File: src/rtl/bps_pkg.sv
// Package: shared command codes and sequencer state encoding for the
// byte programming sequencer. Assumes an 8-bit flash data bus.
package bps_pkg;

    typedef logic [7:0] byte_t;

    localparam byte_t CMD_SETUP  = 8'h40;  // stage device for a program pulse
    localparam byte_t CMD_VERIFY = 8'hC0;  // end pulse, enter margin read
    localparam byte_t CMD_READ   = 8'h00;  // back to array read mode

    typedef enum logic [3:0] {
        SQ_IDLE,
        SQ_SETUP,
        SQ_DATA,
        SQ_PULSE,
        SQ_VERIFY,
        SQ_RECOV,
        SQ_RDBACK,
        SQ_EXIT
    } seq_state_t;

endpackage

File: src/rtl/bps_wait_timer.sv
// Module: down-counting delay timer. A go strobe loads a length; expire
// pulses once, exactly len cycles later. Assumes len >= 1 and that go is
// only raised while the timer is idle.
module bps_wait_timer #(
    parameter int TMR_W = 10
) (
    input  logic             clk,
    input  logic             rst_n,
    input  logic             go,
    input  logic [TMR_W-1:0] len,
    output logic             expire
);

    logic [TMR_W-1:0] cnt_q;

    // load on go, otherwise count down to zero
    always_ff @(posedge clk) begin
        if (!rst_n)               cnt_q <= '0;
        else if (go)              cnt_q <= len;
        else if (cnt_q != '0)     cnt_q <= cnt_q - 1'b1;
    end

    assign expire = (cnt_q == TMR_W'(1));

    // a new wait is never started on top of a running one
    p_no_reload_r3: assert property (@(posedge clk) disable iff (!rst_n)
        go |-> (cnt_q == '0));

endmodule

File: src/rtl/bps_bus_cycle.sv
// Module: flash bus cycle engine. Performs one write cycle (address and
// data set up, write enable low for WE_LOW_CYC cycles, one hold cycle) or
// one read cycle (one turnaround cycle with the bus released, output enable
// low for OE_LOW_CYC cycles, one closing cycle). cyc_done marks the final
// cycle of either; rdata is valid then. Assumes go only while idle.
module bps_bus_cycle
    import bps_pkg::*;
#(
    parameter int ADDR_W     = 17,
    parameter int WE_LOW_CYC = 8,
    parameter int OE_LOW_CYC = 12
) (
    input  logic              clk,
    input  logic              rst_n,
    input  logic              go,
    input  logic              is_read,
    input  logic [ADDR_W-1:0] addr,
    input  byte_t             wdata,
    output logic              cyc_done,
    output byte_t             rdata,
    output logic              ce_n,
    output logic              oe_n,
    output logic              we_n,
    output logic [ADDR_W-1:0] bus_addr,
    output byte_t             dq_o,
    output logic              dq_oe,
    input  byte_t             dq_i
);

    localparam int STROBE_MAX = (WE_LOW_CYC > OE_LOW_CYC) ? WE_LOW_CYC : OE_LOW_CYC;
    localparam int SCNT_W     = $clog2(STROBE_MAX + 1);

    typedef enum logic [2:0] {
        BC_IDLE, BC_WSET, BC_WLOW, BC_WHOLD, BC_RTURN, BC_RLOW, BC_RDONE
    } bc_state_t;

    bc_state_t         st_q;
    logic [SCNT_W-1:0] scnt_q;
    logic [ADDR_W-1:0] addr_q;
    byte_t             wdata_q;
    byte_t             rdata_q;

    // phase sequencing and strobe-width counting
    always_ff @(posedge clk) begin
        if (!rst_n) begin
            st_q   <= BC_IDLE;
            scnt_q <= '0;
        end else begin
            case (st_q)
                BC_IDLE:  if (go) st_q <= is_read ? BC_RTURN : BC_WSET;
                BC_WSET: begin
                    st_q   <= BC_WLOW;
                    scnt_q <= SCNT_W'(WE_LOW_CYC - 1);
                end
                BC_WLOW: begin
                    if (scnt_q == '0) st_q <= BC_WHOLD;
                    else              scnt_q <= scnt_q - 1'b1;
                end
                BC_WHOLD: st_q <= BC_IDLE;
                BC_RTURN: begin
                    st_q   <= BC_RLOW;
                    scnt_q <= SCNT_W'(OE_LOW_CYC - 1);
                end
                BC_RLOW: begin
                    if (scnt_q == '0) st_q <= BC_RDONE;
                    else              scnt_q <= scnt_q - 1'b1;
                end
                BC_RDONE: st_q <= BC_IDLE;
                default:  st_q <= BC_IDLE;
            endcase
        end
    end

    // latch address and write data when a cycle is launched
    always_ff @(posedge clk) begin
        if (!rst_n) begin
            addr_q  <= '0;
            wdata_q <= '0;
        end else if (st_q == BC_IDLE && go) begin
            addr_q  <= addr;
            wdata_q <= wdata;
        end
    end

    // sample the flash data on every output-enable-low cycle
    always_ff @(posedge clk) begin
        if (!rst_n)               rdata_q <= '0;
        else if (st_q == BC_RLOW) rdata_q <= dq_i;
    end

    // strobe decode from the phase
    always_comb begin
        ce_n  = (st_q == BC_IDLE);
        we_n  = (st_q != BC_WLOW);
        oe_n  = (st_q != BC_RLOW);
        dq_oe = (st_q == BC_WSET) || (st_q == BC_WLOW) || (st_q == BC_WHOLD);
    end

    assign bus_addr = addr_q;
    assign dq_o     = wdata_q;
    assign rdata    = rdata_q;
    assign cyc_done = (st_q == BC_WHOLD) || (st_q == BC_RDONE);

    // write and read strobes never overlap
    p_strobe_excl_r9: assert property (@(posedge clk) disable iff (!rst_n)
        !(!we_n && !oe_n));
    // the bus was released in the cycle before output enable fell
    p_release_first_r9: assert property (@(posedge clk) disable iff (!rst_n)
        $fell(oe_n) |-> !$past(dq_oe));
    // no drive while the flash drives
    p_no_drive_read_r9: assert property (@(posedge clk) disable iff (!rst_n)
        !oe_n |-> !dq_oe);
    // address and data hold still while write enable is low
    p_addr_hold_r8: assert property (@(posedge clk) disable iff (!rst_n)
        !we_n |-> ($stable(bus_addr) && $stable(dq_o) && dq_oe));

endmodule

File: src/rtl/byte_prog_seq.sv
// Module: top of the pulse-and-verify byte programming sequencer. Accepts
// one request at a time, runs set-up / data / pulse wait / verify / recovery
// wait / read-back per attempt, retries up to MAX_PULSES, then writes the
// read-mode command and reports. Assumes the programming supply is already
// up and the byte is in an erased state.
module byte_prog_seq
    import bps_pkg::*;
#(
    parameter int ADDR_W     = 17,
    parameter int MAX_PULSES = 25,
    parameter int PULSE_CYC  = 1000,
    parameter int RECOV_CYC  = 600,
    parameter int WE_LOW_CYC = 8,
    parameter int OE_LOW_CYC = 12,
    localparam int CNT_W     = $clog2(MAX_PULSES + 1)
) (
    input  logic              clk,
    input  logic              rst_n,
    input  logic              start_i,
    input  logic [ADDR_W-1:0] addr_i,
    input  logic [7:0]        data_i,
    output logic              busy_o,
    output logic              done_o,
    output logic              fail_o,
    output logic [CNT_W-1:0]  tries_o,
    output logic              flash_ce_n,
    output logic              flash_oe_n,
    output logic              flash_we_n,
    output logic [ADDR_W-1:0] flash_addr,
    output logic [7:0]        flash_dq_o,
    output logic              flash_dq_oe,
    input  logic [7:0]        flash_dq_i
);

    localparam int WAIT_MAX = (PULSE_CYC > RECOV_CYC) ? PULSE_CYC : RECOV_CYC;
    localparam int TMR_W    = $clog2(WAIT_MAX + 1);

    seq_state_t        st_q;
    logic              launched_q;
    logic [ADDR_W-1:0] tgt_addr_q;
    byte_t             tgt_data_q;
    logic [CNT_W-1:0]  pulse_cnt_q;
    logic              pass_q;
    logic              done_q, fail_q;
    logic [CNT_W-1:0]  tries_q;

    logic              bus_go, bus_rd, bus_done;
    byte_t             bus_wdata, bus_rdata;
    logic              tmr_go, tmr_expire;
    logic [TMR_W-1:0]  tmr_len;
    logic              in_bus_state, in_wait_state, step_done, byte_match;

    // classify the current step and select its operands
    always_comb begin
        in_bus_state  = (st_q == SQ_SETUP) || (st_q == SQ_DATA) || (st_q == SQ_VERIFY) ||
                        (st_q == SQ_RDBACK) || (st_q == SQ_EXIT);
        in_wait_state = (st_q == SQ_PULSE) || (st_q == SQ_RECOV);
        bus_go        = in_bus_state && !launched_q;
        tmr_go        = in_wait_state && !launched_q;
        bus_rd        = (st_q == SQ_RDBACK);
        tmr_len       = (st_q == SQ_PULSE) ? TMR_W'(PULSE_CYC) : TMR_W'(RECOV_CYC);
        step_done     = launched_q && (in_bus_state ? bus_done : tmr_expire);
        byte_match    = (bus_rdata == tgt_data_q);
        case (st_q)
            SQ_SETUP:  bus_wdata = CMD_SETUP;
            SQ_DATA:   bus_wdata = tgt_data_q;
            SQ_VERIFY: bus_wdata = CMD_VERIFY;
            default:   bus_wdata = CMD_READ;
        endcase
    end

    // step sequencing, retry counting and result capture
    always_ff @(posedge clk) begin
        if (!rst_n) begin
            st_q        <= SQ_IDLE;
            launched_q  <= 1'b0;
            tgt_addr_q  <= '0;
            tgt_data_q  <= '0;
            pulse_cnt_q <= '0;
            pass_q      <= 1'b0;
            done_q      <= 1'b0;
            fail_q      <= 1'b0;
            tries_q     <= '0;
        end else begin
            done_q <= 1'b0;
            fail_q <= 1'b0;
            if (st_q == SQ_IDLE) begin
                if (start_i) begin
                    tgt_addr_q  <= addr_i;
                    tgt_data_q  <= data_i;
                    pulse_cnt_q <= '0;
                    launched_q  <= 1'b0;
                    st_q        <= SQ_SETUP;
                end
            end else if (!launched_q) begin
                launched_q <= 1'b1;
            end else if (step_done) begin
                launched_q <= 1'b0;
                case (st_q)
                    SQ_SETUP:  st_q <= SQ_DATA;
                    SQ_DATA: begin
                        pulse_cnt_q <= pulse_cnt_q + 1'b1;
                        st_q        <= SQ_PULSE;
                    end
                    SQ_PULSE:  st_q <= SQ_VERIFY;
                    SQ_VERIFY: st_q <= SQ_RECOV;
                    SQ_RECOV:  st_q <= SQ_RDBACK;
                    SQ_RDBACK: begin
                        if (byte_match) begin
                            pass_q <= 1'b1;
                            st_q   <= SQ_EXIT;
                        end else if (pulse_cnt_q == CNT_W'(MAX_PULSES)) begin
                            pass_q <= 1'b0;
                            st_q   <= SQ_EXIT;
                        end else begin
                            st_q   <= SQ_SETUP;
                        end
                    end
                    SQ_EXIT: begin
                        done_q  <= pass_q;
                        fail_q  <= !pass_q;
                        tries_q <= pulse_cnt_q;
                        st_q    <= SQ_IDLE;
                    end
                    default:   st_q <= SQ_IDLE;
                endcase
            end
        end
    end

    bps_bus_cycle #(
        .ADDR_W     (ADDR_W),
        .WE_LOW_CYC (WE_LOW_CYC),
        .OE_LOW_CYC (OE_LOW_CYC)
    ) u_bus (
        .clk      (clk),
        .rst_n    (rst_n),
        .go       (bus_go),
        .is_read  (bus_rd),
        .addr     (tgt_addr_q),
        .wdata    (bus_wdata),
        .cyc_done (bus_done),
        .rdata    (bus_rdata),
        .ce_n     (flash_ce_n),
        .oe_n     (flash_oe_n),
        .we_n     (flash_we_n),
        .bus_addr (flash_addr),
        .dq_o     (flash_dq_o),
        .dq_oe    (flash_dq_oe),
        .dq_i     (flash_dq_i)
    );

    bps_wait_timer #(
        .TMR_W (TMR_W)
    ) u_tmr (
        .clk    (clk),
        .rst_n  (rst_n),
        .go     (tmr_go),
        .len    (tmr_len),
        .expire (tmr_expire)
    );

    assign busy_o  = (st_q != SQ_IDLE);
    assign done_o  = done_q;
    assign fail_o  = fail_q;
    assign tries_o = tries_q;

    // outcome pulses are exclusive and last one cycle
    p_outcome_excl_r11: assert property (@(posedge clk) disable iff (!rst_n)
        !(done_o && fail_o));
    p_outcome_single_r11: assert property (@(posedge clk) disable iff (!rst_n)
        (done_o || fail_o) |=> !(done_o || fail_o));
    // outcome only reported once the sequencer is idle
    p_outcome_idle_r11: assert property (@(posedge clk) disable iff (!rst_n)
        (done_o || fail_o) |-> !busy_o);
    // a start while busy leaves the captured target untouched
    p_start_ignored_r10: assert property (@(posedge clk) disable iff (!rst_n)
        (busy_o && start_i) |=> ($stable(tgt_addr_q) && $stable(tgt_data_q)));
    // no pulse is launched beyond the budget
    p_pulse_cap_r6: assert property (@(posedge clk) disable iff (!rst_n)
        (st_q == SQ_DATA) |-> (pulse_cnt_q < CNT_W'(MAX_PULSES)));
    // reported count never exceeds the budget
    p_tries_cap_r6: assert property (@(posedge clk) disable iff (!rst_n)
        tries_o <= CNT_W'(MAX_PULSES));

endmodule

File: config.mk
export PLATFORM = sky130hd
export DESIGN_NAME = byte_prog_seq
export DESIGN_NICKNAME = d
export VERILOG_FILES = /design/src/rtl/bps_pkg.sv /design/src/rtl/bps_wait_timer.sv /design/src/rtl/bps_bus_cycle.sv /design/src/rtl/byte_prog_seq.sv
export SDC_FILE = /design/constraint.sdc
export NUM_CORES = 1
export LEC_CHECK = 0
export BUFFER_PORTS_ARGS = -buffer_cell sky130_fd_sc_hd__buf_2
export CORE_MARGIN = 3
export CORE_UTILIZATION = 50
export CTS_BUF_LIST = sky130_fd_sc_hd__clkbuf_8
export DETAILED_ROUTE_END_ITERATION = 16
export HOLD_SLACK_MARGIN = 0.06
export PLACE_DENSITY = 0.72
export SYNTH_ARGS = -nofsm -noshare
export SYNTH_HDL_FRONTEND = slang
export SYNTH_HIERARCHICAL = 1
export SYNTH_SLANG_ARGS = --single-unit
File: constraint.sdc
create_clock -name clk -period 3.1 [get_ports clk]
set_input_delay 0.62 -clock clk [delete_from_list [all_inputs] [get_ports clk]]
set_output_delay 0.62 -clock clk [all_outputs]
set_load 0.01 [all_outputs]
==> flow_summary.json <==
{
  "crit_type": "reg -> reg",
  "cts_buffer_depth": 2,
  "wire_per_inst_um": 13.3,
  "hold_path_depth": 2,
  "max_cap_viol_count": 0,
  "grt_max_degree": 33,
  "port_buffers": 72,
  "crit_arrival_ps": 2810,
  "synth.avg_cell_area_um2": 8.26,
  "syn_inst": 515,
  "rows": 33,
  "ys_warn_count": 6,
  "ys_seq_area_frac": 0.433,
  "crit_path_cell_trace": "or4_4 > nor3_2 > and3_1 > or4b_4 > a31oi_4 > a211oi_2 > a211oi_2",
  "drc_errors": 0,
  "cts.clk_slew.worst_paths_ps": 90,
  "period_minus_slack_ps": 2530,
  "routabilityCongestion": 0.866,
  "irDropWorstVdd_v": 0.000333,
  "cts-root-buf": "clkbuf_8",
  "die_h_um": 98.2,
  "antenna_found_initial": 0,
  "skew_ps": 6.23,
  "power.density_nw_per_um2": 629,
  "timing.critical_path.buf_inv": 0,
  "path_common_cell": "a211oi_2",
  "endpoint_kind": "flip-flop",
  "area_growth_pct": 14.2,
  "placed_cells": 675,
  "clk_latency_ps": 350,
  "num_vias": 3615,
  "h-tree-depth": 3,
  "cts_hold_buffers": 0,
  "detail_route.vias_per_cell": 5.23,
  "cp-start-kind": "flip-flop",
  "syn-cell-area_um2": 4250,
  "post_cts_resized": 0,
  "start_util": 0.515,
  "globalRouteOverflowTotal": 0,
  "numCtsBuffers": 9,
  "clock.fmax_ghz": 0.395,
  "rr_worst_depth": 7,
  "post-dp-hpwl_um": 6740,
  "grt_pass1_vias": 3250,
  "nets": 622,
  "antenna_left": 0,
  "ys_ff_latch": 92,
  "cts_tree": "built",
  "track_usage": 0.193,
  "cp_max_fo": 6,
  "maxSlewViolCount": 0,
  "drt-total-wl_um": 9220,
  "synth_flop_cell": "dfxtp_1",
  "grt_pass1_wl_um": 15300,
  "setup_violations": 0,
  "post-route-util": 0.588,
  "cpLargestDelayFamily": "simple AND/OR/NAND/NOR gates",
  "dieArea_um2": 9650,
  "tns_ps": 0,
  "final_cells": 691,
  "hold_violations": 0,
  "layout-drive-gt1-share": 0.195,
  "timing.final.crit_share": 0.817,
  "rsz0062_at_grt": "no",
  "cp.required_ps": 3370,
  "clock-sinks": 92,
  "fillCellCount": 758,
  "min_path_type": "reg -> reg",
  "dr.pass1.iters": 4,
  "outcome": "finished clean",
  "diodes": 0,
  "leakagePower_uw": 0.00203,
  "netlist-cell-type-count": 59,
  "ys_async_sr_fraction": 0,
  "max_slew_margin": 0.544,
  "die_w_um": 98.2,
  "cts_setup_buffers": 0,
  "drt_first_iter_violations": 200,
  "worstMarginPinSlew_ps": 679,
  "critPathMaxStageDelay_ps": 570,
  "core_area_um2": 8260,
  "synth_edf_count": 0,
  "slowest_stage": "or4_4",
  "ios": 73,
  "path_depth": 7
}
[logic make-up after synthesis]
kind of cell	synth area share
simple gates	0.261
compound gates	0.179
flops	0.433
buf+inv	0.0465
xor+xnor	0.0330
mux	0.0309
fa+ha+maj	0.0147
other cells	0.00177
[state kept, by name, indices dropped and copies added (netlist names)]
| signal | flops |
|---|---|
| u_tmr/cnt_q | 10 |
| u_bus/scnt_q | 4 |
| u_bus/st_q | 3 |
| st_q | 3 |
| done_o | 1 |
| fail_o | 1 |
| tgt_addr_q | 17 |
| u_bus/bus_addr | 17 |
| tgt_data_q | 8 |
| pulse_cnt_q | 5 |
| tries_o | 5 |
| pass_q | 1 |
| launched_q | 1 |
| u_bus/rdata | 8 |
| u_bus/dq_o | 8 |
[metal layers]
metal / GRT usage / wire length, um / vias to the layer above
li1: - / - / 1865
met1: 0.257 / 4280 / 1697
met2: 0.318 / 4540 / 49
met3: 0.0364 / 350 / 4
met4: 0.0630 / 45 / 0
met5: 0 / 0 / -
[final cells by class]
| class | count | area, um2 | share of cell area |
|---|---|---|---|
| sequential | 92 | 1840 | 0.379 |
| clock inverter | 7 | 53.8 | 0.0111 |
| timing repair buffer | 81 | 428 | 0.0881 |
| inverter | 13 | 48.8 | 0.0100 |
| multi-input combinational | 384 | 2230 | 0.459 |
| clock buffer | 9 | 124 | 0.0255 |
| tap | 105 | 131 | 0.0271 |
[worst reg2reg max path, delay by kind of cell, from the launching register on]
family | cells | cell delay (ps)
DFF | 1 | 360
and+or+nand+nor | 4 | 1540
AOI/OAI and AO/OA | 3 | 570
[path summary, 6_finish.rpt]
kind	startpoint	end	slack [ps]
max reg2reg	u_tmr/cnt_q[4]	st_q[0]	570
min	u_bus/bus_addr[14]	u_bus/bus_addr[14]	450
max	u_tmr/cnt_q[4]	st_q[0]	570
min reg2reg	u_bus/bus_addr[14]	u_bus/bus_addr[14]	450
[synthesized netlist by cell type, types with 8 or more instances]
library cell    n  area [um2]
inv_1          13        48.8
o21ai_0        17        85.1
xnor2_1        14         123
nand3_1         9        45.0
nor3_1          8        40.0
nor2_1         30         113
mux2i_1        12         120
dfxtp_1        92        1840
a21oi_1        43         215
a21boi_1       25         188
clkbuf_1       16        60.1
buf_2          11        55.1
and2_1         13        81.3
nor2b_1        14        87.6
nand2_1       116         435
[through the flow]
stage	setup slack [ps]	area [um2]	total power [uW]	hold slack [ps]
2_1_floorplan	827	4270	2150	418
3_3_place_gp	711	4680	2320	434
3_5_place_dp	589	4680	2350	441
4_1_cts	564	4860	3070	454
5_1_grt	427	4860	3260	471
6_report	566	4860	3050	451
[power breakdown]
part / switching [uW] / internal (uW)
clock network: 429 / 297
registers: 139 / 1290
logic: 481 / 412
total: 1050 / 2000
[cells in the final DEF (no fill, tap or decap), types with 2 or more instances in the layout]
| cell type | synthesis | routed |
|---|---|---|
| nand2_1 | 116 | 116 |
| dfxtp_1 | 92 | 92 |
| buf_2 | 11 | 72 |
| a21oi_1 | 43 | 43 |
| nor2_1 | 30 | 30 |
| a21boi_1 | 25 | 25 |
| o21ai_0 | 17 | 17 |
| inv_1 | 13 | 14 |
| nor2b_1 | 14 | 14 |
| xnor2_1 | 14 | 14 |
| and2_1 | 13 | 13 |
| mux2i_1 | 12 | 12 |
| nand3_1 | 9 | 9 |
| clkbuf_8 | 0 | 9 |
| buf_4 | 0 | 9 |
| nor3_1 | 8 | 8 |
| nand2b_1 | 6 | 6 |
| conb_1 | 2 | 6 |
| nand4_1 | 5 | 5 |
| ha_1 | 5 | 5 |
| nor3b_1 | 4 | 4 |
| o211ai_1 | 3 | 3 |
| clkinv_4 | 0 | 3 |
| o211a_1 | 3 | 3 |
| a31oi_1 | 3 | 3 |
| a211oi_1 | 2 | 2 |
| nand4b_1 | 2 | 2 |
| nand3b_1 | 2 | 2 |
| a21boi_0 | 2 | 2 |
| a211oi_2 | 2 | 2 |
| o21a_1 | 2 | 2 |
| nor3_2 | 2 | 2 |
| o21ai_1 | 2 | 2 |
| xor2_1 | 2 | 2 |
| o31ai_1 | 2 | 2 |
| or4_4 | 2 | 2 |
| and3_1 | 2 | 2 |
| nor4_1 | 2 | 2 |
Note: power is estimated with default switching activity, not from simulation.
